--- src/rtl/pacer_pkg.sv ---
// Shared layout of the period register low byte for the sample pacer.
package pacer_pkg;
    // Low byte of the period register: base select above a 7-bit multiplier.
    typedef struct packed {
        logic       long_base;
        logic [6:0] mult;
    } prd_byte_t;

    localparam int MULT_MAX  = 127;
    localparam int SLEEP_MAX = 255;
endpackage

--- src/rtl/period_decode.sv ---
// Turns the period byte into a tick count and a low-rate flag.
// Assumes CNT_W is wide enough for LONG_TICKS*127+OFFSET_TICKS.
module period_decode
    import pacer_pkg::*;
#(
    parameter int SHORT_TICKS    = 244,
    parameter int LONG_TICKS     = 7568,
    parameter int OFFSET_TICKS   = 122,
    parameter int LOWRATE_TICKS  = 1831,
    parameter int CNT_W          = 20
) (
    input  logic [7:0]       prd_byte,
    output logic [CNT_W-1:0] period_ticks,
    output logic             low_rate
);
    localparam logic [CNT_W-1:0] SHORT_C = CNT_W'(SHORT_TICKS);
    localparam logic [CNT_W-1:0] LONG_C  = CNT_W'(LONG_TICKS);
    localparam logic [CNT_W-1:0] OFF_C   = CNT_W'(OFFSET_TICKS);
    localparam logic [CNT_W-1:0] LOW_C   = CNT_W'(LOWRATE_TICKS);

    prd_byte_t        fields;
    logic [CNT_W-1:0] base;
    logic [CNT_W-1:0] mult_eff;

    assign fields = prd_byte_t'(prd_byte);

    // Pick the base, lift a zero multiplier to one, form the period.
    always_comb begin
        base         = fields.long_base ? LONG_C : SHORT_C;
        mult_eff     = (fields.mult == 7'd0) ? CNT_W'(1) : CNT_W'(fields.mult);
        period_ticks = base * mult_eff + OFF_C;
        low_rate     = period_ticks > LOW_C;
    end
endmodule

--- src/rtl/sample_timer.sv ---
// Free-running period counter that emits a one-cycle strobe at the end of
// every period. A restart or a hold forces the count back to zero.
// Assumes period_ticks is at least 2.
module sample_timer #(
    parameter int CNT_W = 20
) (
    input  logic             clk,
    input  logic             rst_n,
    input  logic [CNT_W-1:0] period_ticks,
    input  logic             restart,
    input  logic             hold,
    output logic             strobe
);
    logic [CNT_W-1:0] cnt;
    logic             at_end;

    assign at_end = (cnt == period_ticks - CNT_W'(1));
    assign strobe = at_end && !hold;

    // Advance the count, wrapping at the end of the period.
    always_ff @(posedge clk) begin
        if (!rst_n)                cnt <= '0;
        else if (hold || restart)  cnt <= '0;
        else if (at_end)           cnt <= '0;
        else                       cnt <= cnt + CNT_W'(1);
    end
endmodule

--- src/rtl/sleep_timer.sv ---
// Countdown for timed sleep. It loads only when idle and the requested
// duration is nonzero, and nothing but reset stops it.
module sleep_timer #(
    parameter int HALF_SEC_TICKS = 500000,
    parameter int SLP_W          = 27
) (
    input  logic       clk,
    input  logic       rst_n,
    input  logic       wr,
    input  logic [7:0] units,
    output logic       sleeping
);
    localparam logic [SLP_W-1:0] HALF_C = SLP_W'(HALF_SEC_TICKS);

    logic [SLP_W-1:0] left;
    logic             start;

    assign sleeping = (left != '0);
    assign start    = wr && !sleeping && (units != 8'd0);

    // Load on an accepted write, otherwise count down to zero.
    always_ff @(posedge clk) begin
        if (!rst_n)        left <= '0;
        else if (start)    left <= SLP_W'(units) * HALF_C;
        else if (sleeping) left <= left - SLP_W'(1);
    end
endmodule

--- src/rtl/sample_pacer.sv ---
// Top of the sample pacer: holds the period byte and ties the decoder,
// the period counter and the sleep countdown together.
// Assumes register writes are single-cycle pulses in the clk domain.
module sample_pacer
    import pacer_pkg::*;
#(
    parameter int          SHORT_TICKS    = 244,
    parameter int          LONG_TICKS     = 7568,
    parameter int          OFFSET_TICKS   = 122,
    parameter int          LOWRATE_TICKS  = 1831,
    parameter int          HALF_SEC_TICKS = 500000,
    parameter logic [15:0] PER_INIT       = 16'h0001
) (
    input  logic        clk,
    input  logic        rst_n,
    input  logic        per_wr,
    input  logic [15:0] per_wdata,
    input  logic        slp_wr,
    input  logic [15:0] slp_wdata,
    output logic        smp_strobe,
    output logic        sleeping,
    output logic        low_rate
);
    localparam int CNT_W = $clog2(LONG_TICKS * MULT_MAX + OFFSET_TICKS + 1);
    localparam int SLP_W = $clog2(HALF_SEC_TICKS * SLEEP_MAX + 1);

    logic [7:0]       prd_q;
    logic [CNT_W-1:0] period_ticks;
    logic             unused_hi;

    assign unused_hi = ^{per_wdata[15:8], slp_wdata[15:8]};

    // Hold the period byte; the upper byte is not stored.
    always_ff @(posedge clk) begin
        if (!rst_n)      prd_q <= PER_INIT[7:0];
        else if (per_wr) prd_q <= per_wdata[7:0];
    end

    period_decode #(
        .SHORT_TICKS   (SHORT_TICKS),
        .LONG_TICKS    (LONG_TICKS),
        .OFFSET_TICKS  (OFFSET_TICKS),
        .LOWRATE_TICKS (LOWRATE_TICKS),
        .CNT_W         (CNT_W)
    ) u_decode (
        .prd_byte     (prd_q),
        .period_ticks (period_ticks),
        .low_rate     (low_rate)
    );

    sample_timer #(
        .CNT_W (CNT_W)
    ) u_timer (
        .clk          (clk),
        .rst_n        (rst_n),
        .period_ticks (period_ticks),
        .restart      (per_wr),
        .hold         (sleeping),
        .strobe       (smp_strobe)
    );

    sleep_timer #(
        .HALF_SEC_TICKS (HALF_SEC_TICKS),
        .SLP_W          (SLP_W)
    ) u_sleep (
        .clk      (clk),
        .rst_n    (rst_n),
        .wr       (slp_wr),
        .units    (slp_wdata[7:0]),
        .sleeping (sleeping)
    );
endmodule

--- config.mk ---
export PLATFORM = sky130hd
export DESIGN_NAME = sample_pacer
export DESIGN_NICKNAME = d
export VERILOG_FILES = /design/src/rtl/pacer_pkg.sv /design/src/rtl/period_decode.sv /design/src/rtl/sample_timer.sv /design/src/rtl/sleep_timer.sv /design/src/rtl/sample_pacer.sv
export SDC_FILE = /design/constraint.sdc
export NUM_CORES = 1
export LEC_CHECK = 0
export BUFFER_PORTS_ARGS = -buffer_cell sky130_fd_sc_hd__buf_2
export CAP_MARGIN = 20
export CORE_ASPECT_RATIO = 1.75
export CORE_UTILIZATION = 45
export CTS_BUF_LIST = sky130_fd_sc_hd__clkbuf_8
export DETAILED_ROUTE_END_ITERATION = 8
export GPL_ROUTABILITY_DRIVEN = 0
export REMOVE_ABC_BUFFERS = 1
export SLEW_MARGIN = 0
export SYNTH_ARGS = -nofsm -noshare
export SYNTH_HDL_FRONTEND = slang
export SYNTH_HIERARCHICAL = 1
export SYNTH_SLANG_ARGS = --single-unit
export TNS_END_PERCENT = 100
--- constraint.sdc ---
create_clock -name clk -period 9.4 [get_ports clk]
set_input_delay 0 -clock clk [delete_from_list [all_inputs] [get_ports clk]]
set_output_delay 0 -clock clk [all_outputs]
set_load 0.01 [all_outputs]
==> flow_summary.yaml <==
sta:
  skew_ps: 16.2
  maxSlewViolCount: 0
  fin_crit_ps: 6510
  max_freq_ghz: 0.154
  slew_headroom: 0.512
  fin_tns_setup_ps: 0
  setup-violations-final: 0
  tightest_slew_ps: 731
  finalCritPeriodShare: 0.693
  worst_slack_ps: 2890
  hold_violations: 0
  grt_setup_unrepaired: "no"
yosys:
  synth_warnings: 6
  synth_compound_gate_area_share: 0.133
  synth-async-reset-ratio: 0
  synth_cells: 847
  synthMuxAreaShare: 0.0164
  synth_ff_type: "dfxtp_1"
  synth-edff-count: 0
  synthSimpleGateAreaFrac: 0.199
  synth_top_family_by_area: "adder cells"
  synthXorXnorAreaFrac: 0.0925
  syn_avg_cell_area_um2: 8.72
  synth_fa_ha_area_frac: 0.327
  ys_seq_area_frac: 0.149
  synthDistinctLibCells: 82
  yosys_register_bits: 55
  netlist_area_mm2: 0.00738
finish:
  nets: 1060
  diodes: 0
  area_delta_synth_final_pct: 5.51
  utilization: 0.488
  final_area_mm2: 0.00779
  num-fill-cells: 1621
  drive_above_1_share: 0.0881
clock_network:
  cts_buffers: 5
  cts_root_buffer: "clkbuf_8"
  post_cts_resized: 0
  htree_levels: 2
  clk_latency_ps: 320
  cts.sinks: 55
  tritoncts: "yes"
  clk_pin_slew_ps: 110
  cts_setup_buffers: 0
  ctsLongestPathBuffers: 2
worst_setup_path:
  path_max_fanout: 18
  critPathKind: "reg2reg"
  crit_path_start_kind: "flop"
  crit_required_ps: 9620
  rr_worst_depth: 24
  crit_arrival_ps: 6740
  critPathCaptureType: "flop"
floorplan:
  die_area_mm2: 0.0169
  die_h_um: 171
  start_util: 0.463
  fp.dieW_um: 98.8
  rows: 61
  io_pins: 39
  core_mm2: 0.0160
placement:
  dpl_cell_area_mm2: 0.00759
  hpwl_mm: 13.2
  place_ws_ps: 2470
  io_buffers: 22
power:
  p_sw_uw: 829
  irDropWorstVdd_mv: 0.111
  p_leak_nw: 3.54
  clockPowerShare: 0.090
  combPwrFrac: 0.709
  p_int_uw: 846
  p_seq_frac: 0.201
  switching_share: 0.495
  power_density_mw_per_mm2: 215
detailed_routing:
  drt-initial-drc-count: 117
  dr.pass1.iters: 4
  remaining_drc_errors: 0
  wire_per_inst_um: 15.2
  ant_nets: 0
  drt-total-wl_mm: 16.0
  vias: 5778
  vias_per_cell: 5.49
grt:
  grt.total_usage: 0.199
  grt_max_degree: 25
  grt_pass1_vias: 5924
  grt_remaining_overflow: 0
  grt_pass1_wl_mm: 26.9
  antenna_found_initial: 0
worst_hold_path:
  whs_path_depth: 2
  hold_class: "in2reg"
run:
  drv_cap: 0
status:
  status: "finished clean"
-- path summary, 6_finish.rpt --
path | from | endpoint | slack, ps
max | prd_q[3]$_SDFFE_PN0P_ | u_timer/cnt[3]$_SDFF_PP0_ | 2890
min | rst_n | prd_q[0]$_SDFFE_PN1P_ | 40
max reg2reg | prd_q[3]$_SDFFE_PN0P_ | u_timer/cnt[3]$_SDFF_PP0_ | 2890
min reg2reg | u_sleep/left[6]$_SDFFE_PN0P_ | u_sleep/left[6]$_SDFFE_PN0P_ | 480
-- layout make-up --
type | count | area [um2] | share of cell area
flip-flops and latches | 55 | 1100 | 0.141
well taps | 189 | 236 | 0.0304
clock inverters | 2 | 20.0 | 0.00257
inverters | 117 | 442 | 0.0567
multi-input cells | 649 | 5680 | 0.729
clock buffers | 6 | 82.6 | 0.0106
repair buffers | 34 | 228 | 0.0292
-- cell usage after synthesis, types with 8 or more instances --
library cell  number  share of area
inv_1            116          0.059
ha_1             110           0.19
nor2_1            57          0.029
dfxtp_1           55           0.15
fa_1              52           0.14
xnor2_1           48          0.057
nand2_1           39          0.020
a21oi_1           33          0.022
xor2_1            30          0.036
o21ai_0           24          0.016
nor2b_1           19          0.016
nor3_1            19          0.013
nand3_1           17          0.012
clkbuf_1          14         0.0071
nor4_1            14          0.012
nor2_2            13          0.011
and3_1            12          0.010
mux2i_1           11          0.015
o22ai_1           10         0.0085
a31oi_1            8         0.0068
nand2b_1           8         0.0068
nand4_1            8         0.0068
or3_1              8         0.0068
-- state kept, by name (all words and copies together) (netlist names) --
name / cells
u_timer/cnt: 20
u_sleep/left: 27
prd_q: 8
-- cell usage in the layout (no fill, tap or decap), drive strengths merged, types with 16 or more instances in the layout --
cell,n
a21oi,33
buf,26
dfxtp,55
fa,52
ha,110
inv,118
nand2,39
nand3,18
nor2,72
nor2b,20
nor3,19
nor4,16
o21ai,28
xnor2,48
xor2,30
-- power by group through the flow --
stage          Clock, mW  Sequential, mW  Combinational, mW
6_report           0.151           0.338               1.19
5_1_grt            0.166           0.346               1.34
3_3_place_gp           0           0.340               1.18
3_5_place_dp           0           0.342               1.18
4_1_cts            0.157           0.337               1.19
2_1_floorplan          0           0.329              0.950
-- per-stage QoR --
stage,hold slack [ps],instances,total power [mW]
after floorplan,61.9,821,1.28
after global placement,230,1035,1.52
after detailed placement,233,1035,1.53
after CTS,43.9,1051,1.69
after global routing,60.5,1052,1.86
final,44.0,1052,1.68
-- per-layer routing --
layer,wire [um],up-vias,global-route usage
met1,5950,2757,0.192
met2,9440,55,0.424
met5,0,-,0
met3,147,29,0.0114
li1,-,2937,-
met4,459,0,0.0766
-- worst max-delay path: stages (launching register included) --
cell      delay (ps)
dfxtp_1          440
inv_1            110
nor2_1           360
inv_1            100
fa_1             460
fa_1             490
inv_1             50
fa_1             540
inv_1             60
fa_1             530
inv_1             40
ha_1             350
o21a_1           140
o31a_1           190
o21ai_1          100
nor2b_1          160
xnor2_1          440
xor2_1           290
nor4bb_1         300
nor3_1           100
o21ai_0          270
nand4b_1         190
o311ai_4         390
buf_8            240
nor2_1            60
-- kinds of logic (layout without fill, tap and decap cells) --
group / Yosys count / in the layout
simple gates: 258 / 258
xor+xnor: 78 / 78
other cells: 2 / 2
mux: 12 / 12
compound gates: 137 / 137
flops: 55 / 55
buf+inv: 143 / 159
fa+ha+maj: 162 / 162
-- what timing repair did --
action / in CTS / in global routing
endpoints found under the setup margin: 0 / 0
hold buffers: 8 / 0
hold endpoints to repair: 8 / 0
Note: power is estimated with default switching activity, not from simulation.
